**config.mk**
```make
export PLATFORM = sky130hd
export DESIGN_NAME = rx_idle_timer
export DESIGN_NICKNAME = d
export VERILOG_FILES = /design/src/rtl/rxto_pkg.sv /design/src/rtl/rxto_counter.sv /design/src/rtl/rxto_arm.sv /design/src/rtl/rxto_flag.sv /design/src/rtl/rx_idle_timer.sv
export SDC_FILE = /design/constraint.sdc
export NUM_CORES = 1
export LEC_CHECK = 0
export BUFFER_PORTS_ARGS = -buffer_cell sky130_fd_sc_hd__buf_2
export CORE_MARGIN = 2
export CORE_UTILIZATION = 44
export DETAILED_ROUTE_END_ITERATION = 10
export HOLD_SLACK_MARGIN = 0.06
export PLACE_DENSITY = 0.66
export SYNTH_ARGS = -nofsm -noshare
export SYNTH_HDL_FRONTEND = slang
export SYNTH_SLANG_ARGS = --single-unit
```
**constraint.sdc**
```tcl
create_clock -name clk -period 4.3 [get_ports clk]
set_clock_uncertainty 0.05 [all_clocks]
set_input_delay 0.86 -clock clk [delete_from_list [all_inputs] [get_ports clk]]
set_output_delay 0.86 -clock clk [all_outputs]
set_load 0.01 [all_outputs]
```
**src/rtl/rxto_pkg.sv**
```systemverilog
package rxto_pkg;
   typedef enum logic [1:0] {
      ARM_OFF  = 2'd0,
      ARM_WAIT = 2'd1,
      ARM_RUN  = 2'd2,
      ARM_DONE = 2'd3
   } arm_state_t;

   typedef struct packed {
      logic load;
      logic dec;
      logic expire;
   } cnt_ctl_t;
endpackage

```
**src/rtl/rxto_counter.sv**
```systemverilog
module rxto_counter #(
   parameter int CNT_W = 16
) (
   input  logic             clk,
   input  logic             rst,
   input  logic             load,
   input  logic             dec,
   input  logic [CNT_W-1:0] load_val,
   output logic [CNT_W-1:0] count,
   output logic             cnt_last
);
   localparam logic [CNT_W-1:0] ONE = {{(CNT_W-1){1'b0}}, 1'b1};

   always_ff @(posedge clk) begin
      if (rst)
         count <= '0;
      else if (load)
         count <= load_val;
      else if (dec && count != '0)
         count <= count - ONE;
   end

   assign cnt_last = (count <= ONE);


   dec_step_chk: assert property (@(posedge clk) disable iff (rst)
      (dec && !load && count > ONE) |=> (count == $past(count) - ONE));
endmodule

```
**src/rtl/rxto_arm.sv**
```systemverilog
module rxto_arm (
   input  logic                   clk,
   input  logic                   rst,
   input  logic                   cmd_wait,
   input  logic                   cmd_now,
   input  logic                   char_in,
   input  logic                   tick,
   input  logic                   val_zero,
   input  logic                   cnt_last,
   output rxto_pkg::cnt_ctl_t     ctl,
   output rxto_pkg::arm_state_t   state
);
   import rxto_pkg::*;

   arm_state_t nxt;

   always_comb begin
      nxt = state;
      ctl = '0;
      if (cmd_now) begin
         ctl.load = 1'b1;
         nxt      = ARM_RUN;
      end else if (cmd_wait) begin
         ctl.load = 1'b1;
         nxt      = ARM_WAIT;
      end else begin
         unique case (state)
            ARM_WAIT: if (char_in) begin
               ctl.load = 1'b1;
               nxt      = ARM_RUN;
            end
            ARM_RUN: begin
               if (char_in)
                  ctl.load = 1'b1;
               else if (tick && !val_zero) begin
                  ctl.dec = 1'b1;
                  if (cnt_last) begin
                     ctl.expire = 1'b1;
                     nxt        = ARM_DONE;
                  end
               end
            end
            default: ;
         endcase
      end
   end

   always_ff @(posedge clk) begin
      if (rst) state <= ARM_OFF;
      else     state <= nxt;
   end


   cmd_wait_wins_chk: assert property (@(posedge clk) disable iff (rst)
      (cmd_wait && !cmd_now) |=> (state == ARM_WAIT));

   done_holds_chk: assert property (@(posedge clk) disable iff (rst)
      (state == ARM_DONE && !cmd_wait && !cmd_now) |=> (state == ARM_DONE));

   off_holds_chk: assert property (@(posedge clk) disable iff (rst)
      (state == ARM_OFF && !cmd_wait && !cmd_now) |=> (state == ARM_OFF));
endmodule

```
**src/rtl/rxto_flag.sv**
```systemverilog
module rxto_flag #(
   parameter bit IRQ_REG = 1'b0
) (
   input  logic clk,
   input  logic rst,
   input  logic set,
   input  logic clr,
   input  logic irq_en,
   output logic flag,
   output logic irq
);
   always_ff @(posedge clk) begin
      if (rst)      flag <= 1'b0;
      else if (set) flag <= 1'b1;
      else if (clr) flag <= 1'b0;
   end

   generate
      if (IRQ_REG) begin : g_irq_reg
         logic irq_q;
         always_ff @(posedge clk) begin
            if (rst) irq_q <= 1'b0;
            else     irq_q <= flag & irq_en;
         end
         assign irq = irq_q;
      end else begin : g_irq_comb
         assign irq = flag & irq_en;
      end
   endgenerate
endmodule

```
**src/rtl/rx_idle_timer.sv**
```systemverilog
module rx_idle_timer #(
   parameter int CNT_W   = 16,
   parameter bit IRQ_REG = 1'b0
) (
   input  logic             clk,
   input  logic             rst,
   input  logic [CNT_W-1:0] timeout_val,
   input  logic             bit_tick,
   input  logic             char_rcvd,
   input  logic             cmd_wait_char,
   input  logic             cmd_count_now,
   input  logic             clr_flag,
   input  logic             irq_en,
   output logic             timeout_flag,
   output logic             irq
);
   import rxto_pkg::*;

   generate
      if (CNT_W < 2 || CNT_W > 32) begin : g_bad_width
         $error("rx_idle_timer: CNT_W must lie in 2..32");
      end
   endgenerate

   cnt_ctl_t         ctl;
   arm_state_t       state;
   logic [CNT_W-1:0] count;
   logic             cnt_last;
   logic             val_zero;
   logic             any_cmd;

   assign val_zero = (timeout_val == '0);
   assign any_cmd  = cmd_wait_char | cmd_count_now;

   rxto_arm u_arm (
      .clk(clk), .rst(rst),
      .cmd_wait(cmd_wait_char), .cmd_now(cmd_count_now),
      .char_in(char_rcvd), .tick(bit_tick),
      .val_zero(val_zero), .cnt_last(cnt_last),
      .ctl(ctl), .state(state)
   );

   rxto_counter #(.CNT_W(CNT_W)) u_cnt (
      .clk(clk), .rst(rst),
      .load(ctl.load), .dec(ctl.dec), .load_val(timeout_val),
      .count(count), .cnt_last(cnt_last)
   );

   rxto_flag #(.IRQ_REG(IRQ_REG)) u_flag (
      .clk(clk), .rst(rst),
      .set(ctl.expire), .clr(clr_flag | any_cmd),
      .irq_en(irq_en), .flag(timeout_flag), .irq(irq)
   );


   wait_frozen_chk: assert property (@(posedge clk) disable iff (rst)
      (state == ARM_WAIT && !any_cmd && !char_rcvd) |=> $stable(count));

   zero_disables_chk: assert property (@(posedge clk) disable iff (rst)
      $rose(timeout_flag) |-> ($past(timeout_val) != '0));

   flag_sticky_chk: assert property (@(posedge clk) disable iff (rst)
      (timeout_flag && !clr_flag && !any_cmd) |=> timeout_flag);

   set_beats_clr_chk: assert property (@(posedge clk) disable iff (rst)
      (ctl.expire && clr_flag) |=> timeout_flag);

   char_reload_chk: assert property (@(posedge clk) disable iff (rst)
      (state == ARM_RUN && char_rcvd && !any_cmd) |=> (count == $past(timeout_val)));
endmodule

```
# Word level (Yosys, flattened, before mapping)
# Index checks and enable logic that the tools add are counted.
totals:
  regBits: 19
  inputBits: 24
  output_inout_bits: 2
  word_cells: 53
op_classes:
  n_addsub: 1
  magnitude_cmp: 1
  n_eq_ne: 10
  n_mux: 21
  n_bitwise: 3
  n_reduce_logical: 13
ops:
  columns: ["operator", "count"]
  rows:
  - ["two-way mux 16 bit", 2]
  - ["two-way mux 2 bit", 11]
  - ["<= comparator 16 x 1 -> 1 bit, second input constant", 1]
  - ["logical NOT 16 bit", 1]
  - ["nonzero test 16 bit", 1]
  - ["subtractor 16 x 1 -> 16 bit, second input constant", 1]
  - ["inequality test 4 bit, second input constant", 3]
  - ["AND reduction 5 bit", 2]
  - ["inequality test 3 bit, second input constant", 3]
  - ["two-way mux 1 bit", 7]
  - ["inequality test 4 x 3 -> 1 bit, second input constant", 1]
  - ["case mux 2 bit (2 select lines)", 1]
  - ["nonzero test 2 bit", 2]
  - ["nonzero test 4 bit", 1]
  - ["OR reduction 2 bit", 2]
  - ["inequality test 3 x 2 -> 1 bit, second input constant", 1]
  - ["nonzero test 3 bit", 1]
  - ["equality test 2 x 1 -> 1 bit, second input constant", 1]
  - ["equality test 2 bit, second input constant", 1]
  - ["logical AND 1 bit", 2]
  - ["bitwise OR 1 bit", 2]
  - ["AND 1 bit", 1]
  - ["logical NOT 1 bit", 1]

# Longest topological paths before layout
# Gate-level depths: netlist of run 1.
depth:
  ltp_word: 11
  mapped_depth: 8
  depth_no_buf: 7

# By module
# Synthesis of run 1 repeated with hierarchy kept, for this count alone.
hier_totals:
  cells_unflattened: 160
  area_unflattened_um2: 1326.3
modules_own_cells:
  columns: ["module", "n_inst", "cells_each", "area_each_um2"]
  rows:
  - ["rxto_counter", 1, 120, 997.2]
  - ["rxto_arm", 1, 29, 244.0]
  - ["rxto_flag", 1, 5, 45.0]
  - ["rx_idle_timer", 1, 6, 40.0]

# Least setup slack after synthesis of run 1
# No wires, ideal clock.
synth_timing:
  kind: "input to register"
  start: "input port cmd_wait_char"
  end: "register u_cnt.count[6]"
  setup_ps: 115
  t_arrival_ps: 2383
  required_time_ps: 4135
  path_slack_ps: 1752
  path_stages: 6
  n_path_buf: 1
  cell_sequence: "or3b_2 -> nor2_1 -> and3_4 -> buf_6 -> mux2_4 -> o21a_1"
synth_via:
  elab_chain_cells: 4
  word_cells_on_any_way: 7
  classes_between: "5 x mux; 2 x reduce/logical"
synth_lines:
  columns: ["item", "line", "rtl"]
  rows:
  - ["from (decl)", "rx_idle_timer.sv:10", "input logic cmd_wait_char,"]
  - ["two-way mux 2 bit", "rxto_arm.sv:23", "end else if (cmd_wait) begin"]
  - ["two-way mux 2 bit", "rxto_arm.sv:20", "if (cmd_now) begin"]
  - ["logical AND 1 bit", "rxto_counter.sv:19", "else if (dec && count != '0)"]
  - ["nonzero test 2 bit (no source line)", null, null]
  - ["to (signal assigned)", "rxto_counter.sv:18", "count <= load_val;"]
  - ["to (signal assigned)", "rxto_counter.sv:20", "count <= count - ONE;"]
  - ["to (decl)", "rxto_counter.sv:9", "output logic [CNT_W-1:0] count,"]
# Parallel ways exist; a longest one is shown, timed or not.
# A chain may end at the register's enable or synchronous reset.

# Worst setup path in the final report of run 1
layout_timing:
  start: "register u_cnt.count[0]"
  end: "register u_cnt.count[6]"
layout_via:
  elab_chain_cells: 3
  word_cells_on_any_way: 6
  classes_between: "1 x add/sub; 2 x mux; 3 x reduce/logical"
layout_lines:
  columns: ["item", "line"]
  rows:
  - ["subtractor 16 x 1 -> 16 bit / nonzero test 16 bit (equally long branches)", "rxto_counter.sv:20, rxto_counter.sv:19"]
  - ["two-way mux 16 bit / logical AND 1 bit (equally long branches)", "rxto_counter.sv:19"]
  - ["two-way mux 16 bit / nonzero test 2 bit (equally long branches)", null]
# Parallel ways exist; a longest one is shown, timed or not. The select of a mux whose other input is x is not followed.

==> results of run 1 <==
## per-layer routing
layer	share of wire (%)	vias up	wire, um	global-route usage [%]
li1	-	641	-	-
met1	44	582	1390	25.5
met2	48	43	1510	34.8
met3	7.1	2	222	4.99
met4	0.73	0	23	6.64
met5	0	-	0	0
## through the flow
stage          instances  setup WS, ns  power [mW]  utilization [%]  cell area, um^2
6_report             204          1.67       0.385             50.9             1390
5_1_grt              204          1.59       0.410             50.9             1390
4_1_cts              204          1.68       0.385             50.9             1390
3_5_place_dp         200          1.51       0.293             49.9             1370
3_3_place_gp         200          1.56       0.291             49.9             1370
2_1_floorplan        153          1.75       0.266                -             1250
## flip-flops by register name (all words and copies together), names as in the netlist
| name | cells |
|---|---|
| u_cnt.count | 16 |
| u_arm.state | 2 |
| u_flag.flag | 1 |
## Yosys cell counts (all sizes together)
| cell | count |
|---|---|
| a21oi | 7 |
| nand3 | 5 |
| or4 | 5 |
| a311o | 1 |
| a311oi | 1 |
| a211oi | 4 |
| o31a | 1 |
| nand2b | 3 |
| a22oi | 2 |
| dfxtp | 19 |
| o21ai | 1 |
| and2 | 4 |
| a32oi | 1 |
| and4 | 1 |
| nand4 | 6 |
| a211o | 2 |
| o21a | 1 |
| nand2 | 8 |
| clkbuf | 5 |
| mux2 | 1 |
| inv | 5 |
| o311a | 1 |
| nor2b | 1 |
| or4b | 1 |
| xor2 | 2 |
| o311ai | 5 |
| a31oi | 8 |
| or3b | 2 |
| or3 | 6 |
| a2bb2oi | 1 |
| o211ai | 2 |
| ha | 4 |
| nor3 | 5 |
| and3 | 2 |
| nor4 | 9 |
| buf | 4 |
| nor2 | 14 |
| a2111oi | 2 |
| mux2i | 1 |
## final cells by class
| class | count | area share [%] |
|---|---|---|
| repair buffers | 25 | 8.99 |
| multi-input cells | 120 | 57.6 |
| inverters | 5 | 1.35 |
| clock buffers | 4 | 1.89 |
| flip-flops and latches | 19 | 27.3 |
| well taps | 31 | 2.79 |
## tightest hold or removal path: stages (launching register included)
cell      delay [ns]
dfxtp_1         0.32
o311ai_0        0.07
a21oi_1         0.07
## layout by cell type, fill, tap and decap left out, drive strengths merged, types with 3 or more instances in the layout
cell,synthesis,layout
nand2b,3,3
nor2,14,14
inv,5,5
a211oi,4,4
nand2,8,8
and2,4,4
clkbuf,5,4
dfxtp,19,19
buf,4,25
or3,6,6
nand3,5,5
nor4,9,9
nor3,5,5
a31oi,8,8
a21oi,7,7
o311ai,5,5
or4,5,5
ha,4,4
nand4,6,6
## power groups by stage
stage / combinational [mW] / sequential (mW) / clock (mW)
5_1_grt: 0.0977 / 0.205 / 0.107
6_report: 0.0878 / 0.203 / 0.0943
4_1_cts: 0.0874 / 0.202 / 0.0949
3_5_place_dp: 0.0870 / 0.206 / 0
2_1_floorplan: 0.0650 / 0.201 / 0
3_3_place_gp: 0.0853 / 0.206 / 0
## path summary, 6_finish.rpt
path | depth (start not counted) | endpoint | slack, ns | startpoint
worst max-delay path | 7 | u_cnt.count[6] | 1.67 | u_cnt.count[0]
worst min-delay path | 2 | u_cnt.count[10] | 0.45 | u_cnt.count[10]
worst max register to register | 7 | u_cnt.count[6] | 1.67 | u_cnt.count[0]
worst min register to register | 2 | u_cnt.count[10] | 0.45 | u_cnt.count[10]
## kinds of logic (layout without fill, tap and decap cells)
group	after synthesis	in the layout
AOI/OAI and AO/OA	40	40
xor gates and xnor gates	2	2
adders and majority gates	4	4
buffers and inverters	14	34
DFF	19	19
muxes	2	2
and+or+nand+nor	72	72
==> out/qor.yml, run 1 <==
cts_buffers: 3
worstHoldPathType: "register to register"
initial_core_util_pct: 45.8
syn_nets: 181
synth_compound_area_share_pct: 23.8
dieArea_mm2: 0.00329
yosysSeqAreaShare_pct: 30.4
cts_sinks: 19
switching_share_pct: 31.8
final_layout_size_suffix_gt1_share_pct: 20.8
diodes: 0
grt_overflow: 0
synthMuxAreaShare_pct: 2.00
hold_viol: 0
drt-total-wl_um: 3150
crit_required_ns: 4.46
crit_family: "simple AND/OR/NAND/NOR gates"
crit_fanout: 10
setup_tns_ns: 0
final_antenna_net_count: 0
p_comb_share_pct: 22.8
crit_path_end_kind: "register"
layout_min_cycle_time_ns: 2.63
syn-instance-count: 153
yosys.area.top_type_share_pct: 30.4
boundaryPins: 26
period_share_pct: 61.2
relSlewSlack_pct: 57.7
worst_slew_pin_slew_ns: 0.635
dp_hpwl_um: 2340
wire_per_inst_um: 15.4
insertion_delay_ns: 0.30
grt_usage_pct: 20.5
synth_top_family_by_area: "simple AND/OR/NAND/NOR gates"
portBuffers: 25
synthXorXnorAreaFrac_pct: 1.40
seqPwrFrac_pct: 52.7
cts-root-buf: "clkbuf_4"
synth-seq-cells: 19
yosysTopAreaCell: "dfxtp_1"
p_int_mw: 0.262
grt_pass1_wl_um: 5300
synth_fa_ha_area_share_pct: 4.00
die_w_um: 57.3
startpoint_type: "register"
antenna_found_initial: 0
hold_buffers: 0
num_vias: 1268
p_leak_nw: 0.523
peakVddDrop_mv: 0.237
die_h_um: 57.3
cts_max_path_buffers: 2
first_iter_violations: 46
synth_cell_type_count: 44
cts_resized: 0
multiInputGateArea_um2: 802
slowest_stage: "or4b_2"
cap_violations: 0
clock.fmax_ghz: 0.380
seqCellArea_um2: 380
core_area_mm2: 0.00273
htreeDepth: 1
synth_area_leaders: "dfxtp_1, nor4_1, nor2_1"
fillers: 266
rsz0062_at_grt: "no"
drc_errors: 0
syn_area_mm2: 0.00125
syn2layout_area_growth_pct: 11.2
powerDensity_mw_per_mm2: 276
setup_viol: 0
switchingPower_mw: 0.123
path_buf_inv: 1
cts_tree: "yes"
post_drt_via_cell_ratio: 6.22
slew_violations: 0
grt_max_degree: 20
avgSynthCellArea_um2: 8.18
ys.warnings.count: 0
status: "complete, no violations"
path_clk_slew_ns: 0.12
max_stage_delay_ns: 0.61
drtPass1Iterations: 4
rows: 19
arrival_ns: 2.80
cts_setup_buffers: 0
gp_congestion: 0.875
path_cells: "inv_1, ha_1, or4b_2, or4_4, and3_4, mux2_4, o21a_1"
critPathKind: "register to register"
grt_pass1_vias: 1223
yosys.area_share.simple_pct: 32.9
hold_slack_ns: 0.447
clock_power_share_pct: 24.5
nNetsFinal: 202
Note: power is estimated with default switching activity, not from simulation.
==> inputs of run 2 (changes only) <==
clock period = 2.5 ns   (was 4.3 ns; I/O delays follow)
==> run 2 against run 1 <==
- first-iteration DRC count increased by 15%
- count of clock-buffer cells in the layout unchanged
- final cell count increased by 6.9%
- hold slack got worse by 0.11 ns
- clock power increased by 76%
- total power increased by 81%
- setup slack got worse by 1.6 ns
- critical path type unchanged
==> out/qor.yml, run 2 (synthesis results as in run 1) <==
hold_viol: 0
insertion_delay_ns: 0.32
status: "complete, no violations"
num_vias: 1356
crit_required_ns: 2.68
startpoint_type: "register"
grt_overflow: 0
top_register: "u_cnt.count"
rsz0062_at_grt: "no"
hold_slack_ns: 0.342
relSlewSlack_pct: 55.7
dp_hpwl_um: 2530
largest_reg_flops: 16
wire_per_inst_um: 15.9
peakVddDrop_mv: 0.318
clock_power_share_pct: 23.9
final_layout_size_suffix_gt1_share_pct: 29.4
reg2reg_depth: 7
stdcell_count: 218
cts_tree: "yes"
busiest_layer: "met2"
powerDensity_mw_per_mm2: 459
met2_usage_pct: 38.6
clock.fmax_ghz: 0.417
post_drt_via_cell_ratio: 6.22
switching_share_pct: 31.9
cts-root-buf: "clkbuf_4"
dieArea_mm2: 0.00329
die_h_um: 57.3
path_clk_slew_ns: 0.11
setup_tns_ns: 0
critPathKind: "register to register"
syn2layout_area_growth_pct: 21.1
grt_pass1_wl_um: 5620
worstHoldPathType: "input port to register"
grt_pass1_vias: 1267
slew_violations: 0
power_mw: 0.695
grt_max_degree: 20
antenna_found_initial: 0
p_int_mw: 0.473
final_antenna_net_count: 0
die_w_um: 57.3
crit_path_end_kind: "register"
gp_congestion: 0.854
cts_buffers: 3
portBuffers: 25
layout_min_cycle_time_ns: 2.40
cts_max_path_buffers: 2
grtUsageMet3_pct: 4.54
arrival_ns: 2.58
drtPass1Iterations: 4
core_area_mm2: 0.00273
met1_usage_pct: 25.9
dp.cells: 209
reg.largest.list: "u_cnt.count x16, u_arm.state x2, u_flag.flag x1"
cts_sinks: 19
nNetsFinal: 216
rows: 19
drt-total-wl_um: 3470
cap_violations: 0
period_share_pct: 96.0
final_cell_mix: "buf_2, dfxtp_1, nor2_1"
htreeDepth: 1
seqPwrFrac_pct: 49.8
final_common_cell: "buf_2"
crit_fanout: 10
setup_viol: 0
grt_usage_pct: 22.0
p_comb_share_pct: 26.3
first_iter_violations: 53
diodes: 0
switchingPower_mw: 0.222
min_path_cells: 2
initial_core_util_pct: 45.8
boundaryPins: 26
p_leak_nw: 0.595
drc_errors: 0
worst_slew_pin_slew_ns: 0.659
[run 2: changes by cell type in the layout (fill, tap and decap cells not counted), sizes merged]
| cell | delta |
|---|---|
| buf | +14 |
[run 2: layout make-up]
cell class	count	area [um^2]
Fill cell	265	1220
Sequential cell	19	385
Clock buffer	4	26.3
Timing Repair Buffer	39	234
Multi-Input combinational cell	120	812
Inverter	5	18.8
Tap cell	31	38.8
[run 2: stage by stage]
stage	setup slack [ns]	utilization (%)	cell area, um^2
after floorplan	0.00153	-	1270
after global placement	0.113	52.9	1450
after detailed placement	0.0675	52.9	1450
after CTS	0.0397	53.8	1470
after global routing	0.0201	55.4	1520
final	0.0992	55.4	1520
[run 2: power by group through the flow]
| stage | Combinational, mW | Clock, mW | Sequential (mW) |
|---|---|---|---|
| after global placement | 0.168 | 0 | 0.352 |
| after global routing | 0.202 | 0.182 | 0.350 |
| after floorplan | 0.118 | 0 | 0.347 |
| after detailed placement | 0.172 | 0 | 0.353 |
| after CTS | 0.173 | 0.169 | 0.346 |
| final | 0.183 | 0.166 | 0.346 |
[run 2: what timing repair did]
item | 4_1_cts | 5_1_grt
gates resized for setup | 0 | 4
buffers inserted | 0 | 5
setup endpoints to repair | 0 | 5
endpoints found under the hold margin | 0 | 0
hold buffers | 0 | 0
[run 2: metal layers]
layer	share of wire [%]	up-vias
met4	0.86	0
met5	0	-
met2	49	43
met1	45	637
met3	4.9	3
li1	-	673
[run 2: path summary, 6_finish.rpt]
path	startpoint	endpoint	slack (ns)
setup / recovery	u_cnt.count[0]	u_cnt.count[6]	0.1
hold / removal	cmd_wait_char	u_flag.flag	0.34
setup reg to reg	u_cnt.count[0]	u_cnt.count[6]	0.1
hold reg to reg	u_cnt.count[10]	u_cnt.count[10]	0.45
[run 2: worst max-delay path, stage by stage, from the launching register on]
cell and delay, ns:
dfxtp_4 0.37, inv_1 0.06, ha_2 0.18, or4b_4 0.45
or4_4 0.50, and3_4 0.24, mux2_4 0.30, o21a_1 0.16
